**config.mk**
```make
export PLATFORM = sky130hd
export DESIGN_NAME = bms_bus_master
export DESIGN_NICKNAME = d
export VERILOG_FILES = /design/src/rtl/bms_pkg.sv /design/src/rtl/bms_sequencer.sv /design/src/rtl/bms_lane_ctl.sv /design/src/rtl/bms_rd_capture.sv /design/src/rtl/bms_bus_master.sv
export SDC_FILE = /design/constraint.sdc
export NUM_CORES = 1
export LEC_CHECK = 0
export ABC_AREA = 1
export BUFFER_PORTS_ARGS = -buffer_cell sky130_fd_sc_hd__buf_4
export CAP_MARGIN = 20
export CORE_AREA = 2 2 97 99
export DETAILED_ROUTE_END_ITERATION = 10
export DIE_AREA = 0 0 99 101
export GPL_TIMING_DRIVEN = 1
export HOLD_SLACK_MARGIN = 0.05
export SYNTH_ARGS = -nofsm -noshare
export SYNTH_HDL_FRONTEND = slang
export SYNTH_SLANG_ARGS = --single-unit
```
**constraint.sdc**
```tcl
create_clock -name clk -period 1.7 [get_ports clk]
set_input_delay 0.34 -clock clk [delete_from_list [all_inputs] [get_ports clk]]
set_output_delay 0.34 -clock clk [all_outputs]
set_load 0.02 [all_outputs]
```
**src/rtl/bms_pkg.sv**
```systemverilog
package bms_pkg;

  // One entry per half-clock bus state plus idle and tail.
  typedef enum logic [3:0] {
    ST_IDLE,
    ST_S0,
    ST_S1,
    ST_S2,
    ST_S3,
    ST_S4,
    ST_W0,
    ST_W1,
    ST_S5,
    ST_S6,
    ST_S7,
    ST_TAIL
  } bus_state_e;

  // Output intentions for a state, before the transfer type is applied.
  typedef struct packed {
    logic addr_strobe;
    logic rd_data_strobe;
    logic wr_data_strobe;
    logic rw_low;
    logic drive_data;
  } phase_t;

  // Strobed window: S2 up to and including S7, wait states included.
  function automatic logic in_strobe_window(bus_state_e s);
    case (s)
      ST_S2, ST_S3, ST_S4, ST_W0, ST_W1, ST_S5, ST_S6, ST_S7: return 1'b1;
      default: return 1'b0;
    endcase
  endfunction

  // Write data strobes open two half-states after the address strobe.
  function automatic logic in_late_window(bus_state_e s);
    case (s)
      ST_S4, ST_W0, ST_W1, ST_S5, ST_S6, ST_S7: return 1'b1;
      default: return 1'b0;
    endcase
  endfunction

  // Write drivers run from S3 until one half-state after the strobes end.
  function automatic logic in_drive_window(bus_state_e s);
    case (s)
      ST_S3, ST_S4, ST_W0, ST_W1, ST_S5, ST_S6, ST_S7, ST_TAIL: return 1'b1;
      default: return 1'b0;
    endcase
  endfunction

  function automatic phase_t phase_of(bus_state_e s);
    phase_t p;
    p.addr_strobe    = in_strobe_window(s);
    p.rd_data_strobe = in_strobe_window(s);
    p.wr_data_strobe = in_late_window(s);
    p.rw_low         = in_strobe_window(s);
    p.drive_data     = in_drive_window(s);
    return p;
  endfunction

  // Lane pick: {upper, lower}. Word ignores bit 0; even byte is upper.
  function automatic logic [1:0] lane_pick(logic word, logic a0);
    if (word) return 2'b11;
    return a0 ? 2'b01 : 2'b10;
  endfunction

  // Number of clocks a transfer lasts from the accepting edge to done.
  function automatic int unsigned clocks_to_done(int unsigned waits);
    return 9 + 2 * waits;
  endfunction

endpackage

```
**src/rtl/bms_sequencer.sv**
```systemverilog
module bms_sequencer
  import bms_pkg::*;
(
  input  logic       clk,
  input  logic       rst_n,
  input  logic       start,
  input  logic       dtack_n,
  output bus_state_e state,
  output phase_t     phase,
  output logic       idle,
  output logic       sample_point,
  output logic       dtack_seen,
  output logic       cycle_end,
  output logic       done
);

  bus_state_e nxt;

  // Acknowledge is looked at when leaving S4 and when leaving each second wait half.
  assign sample_point = (state == ST_S4) || (state == ST_W1);
  assign dtack_seen   = sample_point && !dtack_n;

  always_comb begin
    nxt = state;
    case (state)
      ST_IDLE: if (start) nxt = ST_S0;
      ST_S0:   nxt = ST_S1;
      ST_S1:   nxt = ST_S2;
      ST_S2:   nxt = ST_S3;
      ST_S3:   nxt = ST_S4;
      ST_S4:   nxt = dtack_seen ? ST_S5 : ST_W0;
      ST_W0:   nxt = ST_W1;
      ST_W1:   nxt = dtack_seen ? ST_S5 : ST_W0;
      ST_S5:   nxt = ST_S6;
      ST_S6:   nxt = ST_S7;
      ST_S7:   nxt = ST_TAIL;
      ST_TAIL: nxt = ST_IDLE;
      default: nxt = ST_IDLE;
    endcase
  end

  always_ff @(posedge clk or negedge rst_n) begin
    if (!rst_n) state <= ST_IDLE;
    else        state <= nxt;
  end

  assign phase     = phase_of(state);
  assign idle      = (state == ST_IDLE);
  assign cycle_end = (state == ST_S7);
  assign done      = (state == ST_TAIL);

  // a wait half W0 is always followed by W1
  a_r5_wait_pairs: assert property (@(posedge clk) disable iff (!rst_n)
    (state == ST_W0) |=> (state == ST_W1));

  // leaving S4 with acknowledge low goes straight to S5
  a_r2_no_wait_on_ack: assert property (@(posedge clk) disable iff (!rst_n)
    ((state == ST_S4) && !dtack_n) |=> (state == ST_S5));

endmodule

```
**src/rtl/bms_lane_ctl.sv**
```systemverilog
module bms_lane_ctl
  import bms_pkg::*;
(
  input  logic word,
  input  logic a0,
  output logic upper,
  output logic lower
);

  logic [1:0] pick;

  assign pick  = lane_pick(word, a0);
  assign upper = pick[1];
  assign lower = pick[0];

  // some lane is always chosen
  always_comb begin
    a_r6_lane_nonempty: assert (upper || lower);
  end

endmodule

```
**src/rtl/bms_rd_capture.sv**
```systemverilog
module bms_rd_capture #(
  parameter int DW = 16
) (
  input  logic          clk,
  input  logic          rst_n,
  input  logic          capture,
  input  logic [1:0]    lanes,
  input  logic [DW-1:0] din,
  output logic [DW-1:0] rdata
);

  localparam int LANES = 2;
  localparam int LW    = DW / LANES;

  logic [DW-1:0] masked;

  // lanes[1] is the upper half, lanes[0] the lower half
  for (genvar g = 0; g < LANES; g++) begin : g_lane
    assign masked[g*LW +: LW] = lanes[g] ? din[g*LW +: LW] : '0;
  end

  always_ff @(posedge clk or negedge rst_n) begin
    if (!rst_n)       rdata <= '0;
    else if (capture) rdata <= masked;
  end

endmodule

```
**src/rtl/bms_bus_master.sv**
```systemverilog
module bms_bus_master
  import bms_pkg::*;
#(
  parameter int AW = 24,
  parameter int DW = 16
) (
  input  logic          clk,
  input  logic          rst_n,
  input  logic          req_valid,
  output logic          req_ready,
  input  logic          req_write,
  input  logic          req_word,
  input  logic [AW-1:0] req_addr,
  input  logic [DW-1:0] req_wdata,
  output logic          rsp_done,
  output logic [DW-1:0] rsp_rdata,
  output logic [AW-1:1] bus_addr,
  output logic          bus_as_n,
  output logic          bus_uds_n,
  output logic          bus_lds_n,
  output logic          bus_rw_n,
  output logic [DW-1:0] bus_dout,
  output logic          bus_doe,
  input  logic [DW-1:0] bus_din,
  input  logic          bus_dtack_n
);

  localparam int WAW = AW - 1;

  bus_state_e state;
  phase_t     phase;
  logic       idle;
  logic       sample_point;
  logic       dtack_seen;
  logic       cycle_end;
  logic       done;
  logic       accept;
  logic       up_sel;
  logic       lo_sel;
  logic       ds_on;
  logic       read_capture;

  logic [WAW-1:0] addr_q;
  logic [DW-1:0]  wdata_q;
  logic           wr_q;
  logic [1:0]     lanes_q;

  assign accept = req_valid && idle;

  bms_sequencer i_seq (
    .clk          (clk),
    .rst_n        (rst_n),
    .start        (accept),
    .dtack_n      (bus_dtack_n),
    .state        (state),
    .phase        (phase),
    .idle         (idle),
    .sample_point (sample_point),
    .dtack_seen   (dtack_seen),
    .cycle_end    (cycle_end),
    .done         (done)
  );

  bms_lane_ctl i_lane (
    .word  (req_word),
    .a0    (req_addr[0]),
    .upper (up_sel),
    .lower (lo_sel)
  );

  // Request register: taken only on acceptance, held for the whole transfer.
  always_ff @(posedge clk or negedge rst_n) begin
    if (!rst_n) begin
      addr_q  <= '0;
      wdata_q <= '0;
      wr_q    <= 1'b0;
      lanes_q <= 2'b00;
    end else if (accept) begin
      addr_q  <= req_addr[AW-1:1];
      wdata_q <= req_wdata;
      wr_q    <= req_write;
      lanes_q <= {up_sel, lo_sel};
    end
  end

  assign read_capture = cycle_end && !wr_q;

  bms_rd_capture #(.DW(DW)) i_cap (
    .clk     (clk),
    .rst_n   (rst_n),
    .capture (read_capture),
    .lanes   (lanes_q),
    .din     (bus_din),
    .rdata   (rsp_rdata)
  );

  assign ds_on     = wr_q ? phase.wr_data_strobe : phase.rd_data_strobe;
  assign bus_addr  = addr_q;
  assign bus_as_n  = !phase.addr_strobe;
  assign bus_uds_n = !(ds_on && lanes_q[1]);
  assign bus_lds_n = !(ds_on && lanes_q[0]);
  assign bus_rw_n  = !(wr_q && phase.rw_low);
  assign bus_doe   = wr_q && phase.drive_data;
  assign bus_dout  = wdata_q;
  assign req_ready = idle;
  assign rsp_done  = done;

  // a read opens a data strobe with the address strobe
  a_r3_read_together: assert property (@(posedge clk) disable iff (!rst_n)
    ($fell(bus_as_n) && bus_rw_n) |-> !(bus_uds_n && bus_lds_n));

  // a write keeps the data strobes closed when the address strobe opens
  a_r4_write_ds_closed: assert property (@(posedge clk) disable iff (!rst_n)
    ($fell(bus_as_n) && !bus_rw_n) |-> (bus_uds_n && bus_lds_n));

  // write data strobes open two half-states after the address strobe
  a_r4_write_ds_late: assert property (@(posedge clk) disable iff (!rst_n)
    (!bus_rw_n && $fell(bus_uds_n && bus_lds_n)) |-> $past(!bus_as_n, 2));

  // write drivers are on before the data strobes open
  a_r4_data_before_ds: assert property (@(posedge clk) disable iff (!rst_n)
    (!bus_rw_n && $fell(bus_uds_n && bus_lds_n)) |-> $past(bus_doe));

  // address stays put while the strobe is held
  a_r5_addr_hold: assert property (@(posedge clk) disable iff (!rst_n)
    (!bus_as_n && $past(!bus_as_n)) |-> $stable(bus_addr));

  // a high acknowledge sample keeps the strobes on
  a_r5_strobe_held: assert property (@(posedge clk) disable iff (!rst_n)
    (sample_point && !dtack_seen) |=> (!bus_as_n && $stable(bus_uds_n) && $stable(bus_lds_n)));

  // strobe release coincides with done and R/W* high
  a_r8_release: assert property (@(posedge clk) disable iff (!rst_n)
    $rose(bus_as_n) |-> (rsp_done && bus_rw_n && bus_uds_n && bus_lds_n));

  // write drivers outlast the strobes by exactly one half-state
  a_r8_doe_tail: assert property (@(posedge clk) disable iff (!rst_n)
    ($rose(bus_as_n) && $past(!bus_rw_n)) |-> (bus_doe ##1 !bus_doe));

  // no new transfer while one is running
  a_r9_busy_locked: assert property (@(posedge clk) disable iff (!rst_n)
    (!req_ready && !rsp_done) |=> !req_ready);

  // at most the two data strobes, never a strobe without the address strobe
  a_r6_ds_inside_as: assert property (@(posedge clk) disable iff (!rst_n)
    !(bus_uds_n && bus_lds_n) |-> !bus_as_n);

endmodule

```
# Word level (Yosys, flattened, before mapping)
# Memory sizes are Yosys's and may differ from the RTL's.
# Index checks and enable logic that the tools add are counted.
[word_totals] inputBits=62 regBits=62 output_inout_bits=62 rom_bits=64 word_cells=50 n_memories=4
[mem_list] name="(no name shown)" depth=16 word_bits=1 rd=1 rd_clocked_by_memory_dff=0 write_ports=0 line="bms_pkg.sv:30" rtl="case (s)"
[mem_list] name="(no name shown)" depth=16 word_bits=1 rd=1 rd_clocked_by_memory_dff=0 write_ports=0 line="bms_pkg.sv:30"
[mem_list] name="(no name shown)" depth=16 word_bits=1 rd=1 rd_clocked_by_memory_dff=0 write_ports=0 line="bms_pkg.sv:30"
[mem_list] name="(no name shown)" depth=16 word_bits=1 rd=1 rd_clocked_by_memory_dff=0 write_ports=0 line="bms_pkg.sv:46" rtl="case (s)"
[classes] muxes=11 n_reduce_logical=17 n_eq_ne=12
[op_table] cell="4-bit one-hot mux with 10 select lines" n=1
[op_table] cell="4-bit by 3-bit equality test with 1-bit output, second input constant" n=4
[op_table] cell="4-bit equality test, second input constant" n=4
[op_table] cell="8-bit two-way mux" n=2
[op_table] cell="4-bit by 2-bit equality test with 1-bit output, second input constant" n=2
[op_table] cell="4-bit two-way mux" n=2
[op_table] cell="1-bit logical AND" n=7
[op_table] cell="1-bit logical NOT" n=6
[op_table] cell="2-bit two-way mux" n=3
[op_table] cell="6-bit OR reduction" n=1
[op_table] cell="4-bit by 1-bit equality test with 1-bit output, second input constant" n=1
[op_table] cell="4-bit logical NOT" n=1
[op_table] cell="1-bit two-way mux" n=3
[op_table] cell="2-bit by 1-bit inequality test with 1-bit output, second input constant" n=1
[op_table] cell="2-bit OR reduction" n=1
[op_table] cell="1-bit logical OR" n=1

# Logic depth before layout (Yosys ltp)
# Gate-level depths: netlist of the first run.
[depth] depth_word=6 ltp_mapped=8 depth_no_buf=7

# Cells and area by module
# From an unflattened synthesis of the first run, not the netlist that was laid out.
[hier_totals] hier_cells=325 area_unflattened_um2=2841.5
[by_module_without_submodules] mod="bms_bus_master" n_inst=1 seq_area_each_um2=1051.0 area_per_inst_um2=1771.7 cells_per_inst=197
[by_module_without_submodules] mod="bms_rd_capture" n_inst=1 seq_area_each_um2=400.4 area_per_inst_um2=686.9 cells_per_inst=70
[by_module_without_submodules] mod="bms_sequencer" n_inst=1 seq_area_each_um2=100.1 area_per_inst_um2=367.9 cells_per_inst=54
[by_module_without_submodules] mod="bms_lane_ctl" n_inst=1 seq_area_each_um2=0.0 area_per_inst_um2=15.0 cells_per_inst=4

# Worst setup path after synthesis of the first run
# No wires, ideal clock.
[synth_timing] kind="reg-to-reg" from="register i_seq.state[2]" to="register lanes_q[1]" arrival_ps=1265 required_ps=1580 slack_ps=315 synth_period_minus_slack_ps=1385 setup_ps=120 path_stages_with_launch=9 n_path_buf=1 path_cell_list="dfrtp_1 -> inv_1 -> ha_1 -> nand3_4 -> inv_2 -> nand2_4 -> buf_4 -> nand2_1 -> nand2_1"
[synth_between] elab_chain_len=2
[synth_lines] element="start, declared" line="bms_sequencer.sv:8" rtl="output bus_state_e state,"
[synth_lines] element="start signal, assigned" line="bms_sequencer.sv:44" rtl="else state <= nxt;"
[synth_lines] element="4-bit logical NOT" line="bms_sequencer.sv:48" rtl="assign idle = (state == ST_IDLE);"
[synth_lines] element="via req_ready" line="bms_bus_master.sv:10" rtl="output logic req_ready,"
[synth_lines] element="1-bit logical AND" line="bms_bus_master.sv:48" rtl="assign accept = req_valid && idle;"
[synth_lines] element="end signal, assigned" line="bms_bus_master.sv:82" rtl="lanes_q <= {up_sel, lo_sel};"
[synth_lines] element="end, declared" line="bms_bus_master.sv:46" rtl="logic [1:0] lanes_q;"
# The timed path passes the listed nets, and every way through them passes these cells.
# A chain may end at the register's enable or synchronous reset.

# Final worst setup path of the first run
[layout_timing] from="register i_seq.state[2]" to="output bus_uds_n"
[layout_between] elab_chain_len=6 word_cells_on_any_way=12 cone_classes="eq/ne (6); mux (2); reduce/logical (3); memory (1)"
[layout_lines] element="4-bit equality test or 4-bit by 3-bit equality test with 1-bit output (tied branches)" line="bms_pkg.sv:38" rtl="case (s)"
[layout_lines] element="6-bit OR reduction" line="bms_pkg.sv:38"
[layout_lines] element="1-bit two-way mux" line="bms_pkg.sv:38"
[layout_lines] element="1-bit two-way mux (*)" line="bms_bus_master.sv:97" rtl="assign ds_on = wr_q ? phase.wr_data_strobe : phase.rd_data_strobe;"
[layout_lines] element="1-bit logical AND (*)" line="bms_bus_master.sv:100" rtl="assign bus_uds_n = !(ds_on && lanes_q[1]);"
[layout_lines] element="1-bit logical NOT (*)" line="bms_bus_master.sv:100"
[layout_lines] element="end, declared" line="bms_bus_master.sv:19" rtl="output logic bus_uds_n,"
# Every way passes the cells marked *; elsewhere a longest branch is shown, timed or not.

==> run metrics, run 1 <==
status finished with violations; failing checks negative setup slack; vias per cell 4.32; Root Driver clkbuf_8; clk sink count 62; IO Pins between 100 and 150; Worst Clk Skew 0.0129 ns; CP max-delay cell dfrtp_1; Seq/Total Area, Yosys 0.596; final hold violation count 0; fmax around 580 MHz; core box area around 9000 sq um; max_cap viols 0; nets approximately 510; clk_lat worst skew between 0.3 and 0.4 ns; Syn Inst Count between 300 and 400; fin crit period between 1.5 and 2 ns; HP Class primary input to flop; ANT cells 0; Final Power around 7.7 mW; CTS tree yes; die area around 10000 sq um; critical path endpoint category primary output; Leakage about 2.2 nW; layout filler cell count 896; R2R setup slack between 0.2 and 0.25 ns; synth top area cells dfrtp_1 60%, nand2_1 25%, o21ai_0 3.8%, nand3_1 1.9%, buf_6 1.7%; cell taking the most area after synthesis dfrtp_1; global-route wire length before repair 10.9 mm; synth warn 0; worst path required time roughly 1.4 ns; Starting Density 0.290; Max-Slew Margin vs Limit 0.704; layout cell share with drive strength beyond 1 0.395; Post-Synthesis Cell Area ~2600 sq um; # placed instances between 500 and 600; H-tree Lvls 3; crit-path max FO 4; Die Span X 99 microns; syn_nets 367; via count between 2000 and 2500; WS Path Type flop to primary output; cell with the most instances after synthesis nand2_1; WL/cell 12.3 microns; crit share post-route 1.01; DRT iter0 DRCs around 110; Post-synth ARST share 1.00; Worst Path Arrival about 1.4 ns; top cells by count, synth 173 x nand2_1, 62 x dfrtp_1, 20 x o21ai_0; Synth top area share 0.596; Die Span Y about 100 microns; # rows 35; Cell variety after synth 18; crit path launch type flop; TNS Setup -0.0281 ns; syn avg cell area around 8.6 sq um; global-route usage over all layers 0.137; setup violators final 2; RSZ-0062 raised after global routing yes; Util after Layout 0.446; Post-synth EDFFs 0; Port Buffers about 120; max-slew violations 0; FF+latch count, synth 62; largest net degree at the start of global routing 42; vias in the first global route between 2000 and 2500; P&R area growth vs syn 53.9%; Detail Placement HPWL ~4.8 mm; Routed Wire Length about 6.9 mm; worst vdd ir 0.656 mV; Num CTS Buffers 9; PD cells 1920 nW/um^2; CTS clk-pin slew, worst paths around 0.07 ns; Clock Path Buffers 2; gpl congestion around 0.8; Post-Layout Cell Count ~560; DR DRC count 0; grt total ovfl 0; fin worst setup slack -0.0167 ns; Final ANT Viol Nets 0; slew at the pin closest to its max-slew limit between 0.4 and 0.5 ns; peak per-stage delay on the critical path 0.40 ns; initial antenna violation count 0; Synth Flop Type dfrtp_1; Pre-Repair DR Iteration Count 4; crit path cell chain inv_2, ha_4, nand2_4, nand3_4, nand3_2, buf_6
[layout by cell type, fill, tap and decap left out]
| master | count |
|---|---|
| buf_12 | 2 |
| buf_4 | 132 |
| buf_6 | 6 |
| clkbuf_1 | 2 |
| clkbuf_8 | 10 |
| clkinv_2 | 3 |
| clkinvlp_4 | 1 |
| dfrtp_1 | 62 |
| dlygate4sd3_1 | 1 |
| ha_4 | 3 |
| inv_1 | 7 |
| inv_2 | 5 |
| inv_4 | 1 |
| nand2_1 | 169 |
| nand2_2 | 3 |
| nand2_4 | 2 |
| nand3_1 | 6 |
| nand3_2 | 3 |
| nand3_4 | 2 |
| nand4_2 | 1 |
| nor2_1 | 2 |
| nor2_2 | 1 |
| nor2_4 | 1 |
| o21ai_0 | 20 |
| o21ai_1 | 1 |
[layer usage]
layer | global-route usage | vias up | share of wire
li1 | - | 1206 | -
met1 | 0.177 | 1093 | 0.44
met2 | 0.207 | 95 | 0.45
met3 | 0.0506 | 13 | 0.094
met4 | 0.0601 | 0 | 0.014
met5 | 0 | - | 0
[per-stage QoR]
stage	hold WS (ns)	instance area [sq um]	setup slack, ns
3_5_place_dp	0.272	3640	0.150
4_1_cts	0.181	3960	-0.0143
5_1_grt	0.193	4010	-0.0860
3_3_place_gp	0.270	3640	0.210
6_report	0.203	4010	-0.0167
2_1_floorplan	0.0444	2600	0.315
[final timing paths]
path | start | depth (start not counted) | end
max | i_seq.state[2] | 6 | bus_uds_n
min | req_addr[19] | 3 | bus_addr[19]
max in group asynchronous | rst_n | 3 | bus_addr[14]
min in group asynchronous | rst_n | 2 | i_cap.rdata[12]
max reg2reg | i_seq.state[3] | 7 | bus_addr[16]
min reg2reg | bus_addr[10] | 2 | bus_addr[10]
[power breakdown]
part | internal [mW] | switching, mW
logic | 1.71 | 2.27
clock network | 0.562 | 0.550
registers | 2.18 | 0.442
total | 4.45 | 3.26
[cells by family after synthesis]
family / after synthesis / share of synthesized area
simple gates: 190 / 0.293
fa+ha+maj: 3 / 0.0144
compound gates: 21 / 0.0404
flops: 62 / 0.596
buf+inv: 26 / 0.0558
[flip-flops by register name, indices dropped and copies added (netlist names)]
signal / cells
lanes_q: 2
i_seq.state: 4
bus_addr: 23
bus_dout: 16
wr_q: 1
i_cap.rdata: 16
[worst max-delay path, delay by kind of cell, from the launching register on]
family	cells	cell delay (ns)
DFF	1	0.40
and+or+nand+nor	3	0.19
adders and majority gates	1	0.18
buffers and inverters	2	0.26
[cell type report]
type,count,area (sq um),area share
clock inverter,4,22.5,0.00562
clock buffer,12,145,0.0362
timing repair buffer,141,1110,0.277
inverter,13,51.3,0.0128
multi-input combinational,214,988,0.247
sequential,62,1550,0.387
tap,111,139,0.0347
[repair_timing]
item / 4_1_cts / 5_1_grt
endpoints found under the setup margin: 7 / 7
endpoints found under the hold margin: 24 / 0
pin swaps: 10 / 5
gates resized for setup: 20 / 7
hold buffers: 1 / 0
setup buffers: 8 / 3
Power figures use the tool's default switching activity.
==> inputs of run 2 (changes only) <==
Settings changed: CORE_AREA 2 2 97 99 to 2 2 79 81, DIE_AREA 0 0 99 101 to 0 0 81 83, HOLD_SLACK_MARGIN 0.05 to 0.1, PLACE_DENSITY set to 0.76.
==> run 2 against run 1 <==
Net effect:
- sequential power rose by 2%
- cell count down 7.9%
- combinational power down 3%
- non-clock buffer count shrank 8
- maximum frequency is 1.4% lower
- clock skew shrank 0.0062 ns
- the flow still finishes with violations (negative setup slack)
==> run metrics, run 2 (synthesized netlist as in run 1, its figures left out) <==
TNS Setup -0.0764 ns (-0.0483 ns); most common cell after layout, fill and taps aside nand2_1; layout cell share with drive strength beyond 1 0.384 (-0.0111); largest net degree at the start of global routing 44 (+4.8%); Die Span X 81 microns (-18%); crit path cell chain inv_2, ha_4, nand2_4, nand3_4, nand3_2, buf_6; grt total ovfl 0 (unchanged); Port Buffers 123 (unchanged); WL/cell 12.8 microns (+4.1%); failing checks negative setup slack; DRT iter0 DRCs 132 (+26%); crit-path max FO 4 (unchanged); CP delay by family, top flip-flops; final hold violation count 0 (unchanged); gpl congestion 0.860 (+7.4%); fmax 574 MHz (-1.4%); Routed Wire Length 6.59 mm (-4.1%); vias in the first global route 2279 (-3.3%); worst vdd ir 0.913 mV (+39%); Worst Hold Slack 0.208 ns (+0.00548 ns); DR DRC count 0 (unchanged); Worst Clk Skew 0.00673 ns (-0.00616 ns); H-tree Lvls 3 (unchanged); nets 498 (-1.6%); # rows 28 (-20%); Detail Placement HPWL 4.51 mm (-5.4%); Leakage 2.20 nW (-0.25%); Largest register FFs 23 (unchanged); WS Path Type flop to primary output; commonest cells after routing, fill and taps aside 169 x nand2_1, 125 x buf_4, 60 x dfrtp_1, 20 x o21ai_0, 10 x clkbuf_8; max_cap viols 0 (unchanged); Final ANT Viol Nets 0 (unchanged); core box area 5820 sq um (-35%); # placed instances 490 (-7.4%); critical path endpoint category primary output; CTS clk-pin slew, worst paths 0.07 ns (about the same); Clock Path Buffers 2 (unchanged); P&R area growth vs syn 52.1%; CP max-delay cell dfrtp_1; PD cells 2010 nW/um^2 (+4.2%); clk sink count 62 (unchanged); Max-Slew Margin vs Limit 0.721 (+0.0173); R2R setup slack 0.23 ns (about the same); global-route wire length before repair 10.3 mm (-5.6%); Worst Path Arrival 1.40 ns (+0.02 ns); Root Driver clkbuf_8; ANT cells 0 (unchanged); Num CTS Buffers 9 (unchanged); RSZ-0062 raised after global routing yes; fin crit period 1.74 ns (+0.0242 ns); worst path required time 1.36 ns (about the same); clk_lat worst skew 0.33 ns (about the same); initial antenna violation count 0 (unchanged); CTS tree yes; via count 2405 (-0.083%); Post-Layout Cell Count 513 (-7.9%); global-route usage over all layers 0.196 (+0.0586); Bufs and invs on worst path 2 (unchanged); Pre-Repair DR Iteration Count 5 (+1); setup violators final 2 (unchanged); vias per cell 4.69 (+8.5%); die area 6720 sq um (-33%); Placement Setup Slack 0.131 ns (-0.0189 ns); crit share post-route 1.02 (+0.0142); fin worst setup slack -0.0409 ns (-0.0242 ns); slew at the pin closest to its max-slew limit 0.418 ns (-0.0260 ns); status finished with violations; peak per-stage delay on the critical path 0.42 ns (+0.02 ns); IO Pins 124 (unchanged); Die Span Y 83 microns (-18%); max-slew violations 0 (unchanged); crit path launch type flop; Starting Density 0.448 (+0.158); HP Class primary input to flop; layout filler cell count 472 (-47%)
run 2: changes by cell type in the layout (fill, tap and decap cells not counted), sizes merged:
cell	change
buf	-8
clkinvlp	-1
clkinv	-1
bufinv	+2
run 2: metrics by stage:
| stage | power (mW) | utilization | instance area [sq um] |
|---|---|---|---|
| 6_report | 7.94 | 0.681 | 3960 |
| 5_1_grt | 8.46 | 0.681 | 3960 |
| 4_1_cts | 7.88 | 0.672 | 3910 |
| 3_5_place_dp | 6.24 | 0.614 | 3570 |
| 3_3_place_gp | 6.14 | 0.614 | 3570 |
| 2_1_floorplan | 4.69 | - | 2600 |
run 2: worst register-to-register path, cell delays in order (launching register included):
cell and delay (ns):
dfrtp_1 0.42, inv_2 0.13, ha_4 0.16, nand3_4 0.11
inv_4 0.08, nand2_4 0.23, nand2_1 0.17, nand2_1 0.06
run 2: path summary, 6_finish.rpt:
| path | depth (start not counted) | to | from |
|---|---|---|---|
| setup / recovery | 6 | bus_uds_n | i_seq.state[2] |
| hold / removal | 3 | bus_addr[20] | req_addr[20] |
| setup reg to reg | 7 | lanes_q[0] | i_seq.state[2] |
| hold reg to reg | 2 | bus_addr[12] | bus_addr[12] |
| max in group asynchronous | 3 | i_seq.state[3] | rst_n |
| min in group asynchronous | 2 | bus_addr[4] | rst_n |
run 2: where the power goes:
part	switching, mW	internal [mW]	total, mW
combinational	2.23	1.63	3.86
clock	0.527	0.862	1.39
sequential	0.505	2.19	2.69
total	3.26	4.68	7.94
run 2: layout make-up:
type	count	area, sq um	share of cell area
multi-input cells	214	996	0.252
inverters	13	53.8	0.0136
well taps	75	93.8	0.0237
clock buffers	12	145	0.0367
clock inverters	4	70.1	0.0177
repair buffers	133	1040	0.264
flip-flops and latches	62	1550	0.393
run 2: metal layers:
| metal | up-vias | GRT usage | routed length, microns |
|---|---|---|---|
| met2 | 105 | 0.306 | 3150 |
| met5 | - | 0 | 0 |
| met3 | 16 | 0.0609 | 613 |
| met1 | 1095 | 0.246 | 2690 |
| li1 | 1189 | - | - |
| met4 | 0 | 0.0924 | 139 |
run 2: timing repair:
action | 4_1_cts | 5_1_grt
setup buffers | 3 | 3
pin swaps | 5 | 5
resized for setup | 21 | 8
hold buffers | 1 | 0
endpoints found under the hold margin | 23 | 0
endpoints found under the setup margin | 5 | 7
==> inputs of run 3 (changes only) <==
Settings changed: CORE_AREA 2 2 79 81 to 2 2 84 86, DIE_AREA 0 0 81 83 to 0 0 86 88, PLACE_DENSITY 0.76 to 0.68.
==> run 3 against run 2 <==
Net effect:
- the flow still finishes with violations (negative setup slack)
- setup slack gained 0.015 ns
- non-clock buffer count grew 4
- cell count grew 1.8%
- critical path depth is the same
- core utilization shrank 8.1 points
- register-to-register slack lost 0.05 ns
- sequential cell count is the same
- wire length shrank 2.4%
- clock skew grew 0.0012 ns
- clock power grew 6%
- cell area grew 0.73%
- largest cell class unchanged
==> run metrics, run 3 (synthesized netlist as in run 1, its figures left out) <==
RSZ-0062 raised after global routing yes; Final ANT Viol Nets 0 (unchanged); commonest cells after routing, fill and taps aside 170 x nand2_1, 129 x buf_4, 60 x dfrtp_1, 20 x o21ai_0, 11 x clkbuf_8; gpl congestion 0.791 (-8.1%); CTS clk-pin slew, worst paths 0.07 ns (about the same); crit share post-route 1.02 (-0.00888); global-route wire length before repair 10.4 mm (+1.3%); initial antenna violation count 0 (unchanged); via count 2364 (-1.7%); Area after DPL 3600 sq um (+0.81%); setup violators final 2 (unchanged); DRT iter0 DRCs 77 (-42%); clk sink count 62 (unchanged); # rows 30 (+7.1%); Bufs and invs on worst path 1 (-1); core box area 6640 sq um (+14%); Num CTS Buffers 9 (unchanged); Root Driver clkbuf_8; Max-Slew Margin vs Limit 0.724 (+0.00220); CP max-delay cell dfrtp_2; DR DRC count 0 (unchanged); failing checks negative setup slack; Final Power 7.96 mW (+0.30%); Die Span Y 88 microns (+6.0%); clk_lat worst skew 0.33 ns (about the same); Leakage 2.20 nW (+0.38%); GR met2 Demand/Resource 0.304 (-0.00135); Routed Wire Length 6.43 mm (-2.4%); met1 Use GR 0.210 (-0.0360); H-tree Lvls 3 (unchanged); most common cell after layout, fill and taps aside nand2_1; layout filler cell count 614 (+30%); crit path launch type flop; CP delay by family, top simple AND/OR/NAND/NOR gates; fin worst setup slack -0.0258 ns (+0.0151 ns); final hold violation count 0 (unchanged); Starting Density 0.392 (-0.0558); largest net degree at the start of global routing 42 (-4.5%); HP Class primary input to flop; P&R area growth vs syn 53.2%; Port Buffers 123 (unchanged); PD cells 2000 nW/um^2 (-0.43%); fmax 579 MHz (+0.87%); crit path cell chain nand2_2, nand2_1, nand2_1, nand3_2, nand3_2, buf_6; Placement Setup Slack 0.178 ns (+0.0467 ns); nets 502 (+0.80%); vias in the first global route 2306 (+1.2%); layout cell share with drive strength beyond 1 0.394 (+0.0101); fin area 3990 sq um (+0.73%); Pre-Repair DR Iteration Count 4 (-1); Clock Path Buffers 2 (unchanged); vias per cell 4.53 (-3.4%); max-slew violations 0 (unchanged); worst path required time 1.36 ns (about the same); Die Span X 86 microns (+6.2%); Reg area 1550 sq um (unchanged); Worst Clk Skew 0.00792 ns (+0.00119 ns); die area 7570 sq um (+13%); worst vdd ir 1.02 mV (+11%); IO Pins 124 (unchanged); Detail Placement HPWL 4.57 mm (+1.2%); peak per-stage delay on the critical path 0.44 ns (+0.02 ns); Top Usage Layer GRT met2; TNS Setup -0.0400 ns (+0.0364 ns); status finished with violations; critical path endpoint category primary output; Worst Path Arrival 1.39 ns (about the same); grt total ovfl 0 (unchanged); crit-path max FO 5 (+1); met3 usage 0.0434 (-0.0175); area of the multi-input gates 971 sq um (-2.5%); fin crit period 1.73 ns (-0.0151 ns); global-route usage over all layers 0.176 (-0.0199); Largest register FFs 23 (unchanged); WL/cell 12.3 microns (-4.1%); R2R setup slack 0.18 ns (-0.05 ns); max_cap viols 0 (unchanged); WS Path Type flop to primary output; slew at the pin closest to its max-slew limit 0.415 ns (-0.00331 ns); ANT cells 0 (unchanged); CTS tree yes; Worst Hold Slack 0.208 ns (-0.000734 ns)
## run 3: changes by cell type in the layout (fill, tap and decap cells not counted), moves of 2 or more
cell / delta
nand2_4: -3
clkbuf_1: -2
buf_4: +4
nand2_2: +2
## run 3: repair_timing
| item | in CTS | in global routing |
|---|---|---|
| endpoints found under the setup margin | 5 | 7 |
| pin swaps | 5 | 4 |
| endpoints found under the hold margin | 24 | 0 |
| gates cloned | 0 | 0 |
| hold buffers | 1 | 0 |
| resized for setup | 21 | 4 |
| setup buffers | 4 | 3 |
## run 3: path summary, 6_finish.rpt
kind,startpoint,end,cells after the start
setup / recovery,i_seq.state[1],bus_lds_n,6
hold / removal,req_addr[1],bus_addr[1],3
setup reg to reg,i_seq.state[2],i_cap.rdata[6],7
hold reg to reg,bus_addr[17],bus_addr[17],2
max in group asynchronous,rst_n,i_seq.state[3],3
min in group asynchronous,rst_n,bus_addr[21],2
## run 3: where the power goes
part / switching [mW] / leakage, nW / internal (mW)
sequential: 0.439 / 0.754 / 2.19
combinational: 2.22 / 1.33 / 1.65
clock: 0.567 / 0.116 / 0.906
## run 3: worst min-delay path, delay by kind of cell
family	cells	cell delay [ns]
and+or+nand+nor	2	0.09
buffers and inverters	1	0.07
## run 3: per-stage QoR
stage	instances	util
CTS	519	0.595
finish	522	0.600
global placement	498	0.542
global route	522	0.600
floorplan	302	-
detailed placement	498	0.542
## run 3: routing by layer
metal / share of wire / wire [microns]
met1: 0.41 / 2630
met2: 0.50 / 3220
met3: 0.071 / 459
met4: 0.018 / 118
met5: 0 / 0
## run 3: layout make-up
class	count	share of cell area
clock buffer	11	0.0380
clock inverter	5	0.0204
inverter	13	0.0135
multi-input combinational	214	0.244
sequential	62	0.390
tap	80	0.0251
timing repair buffer	137	0.270
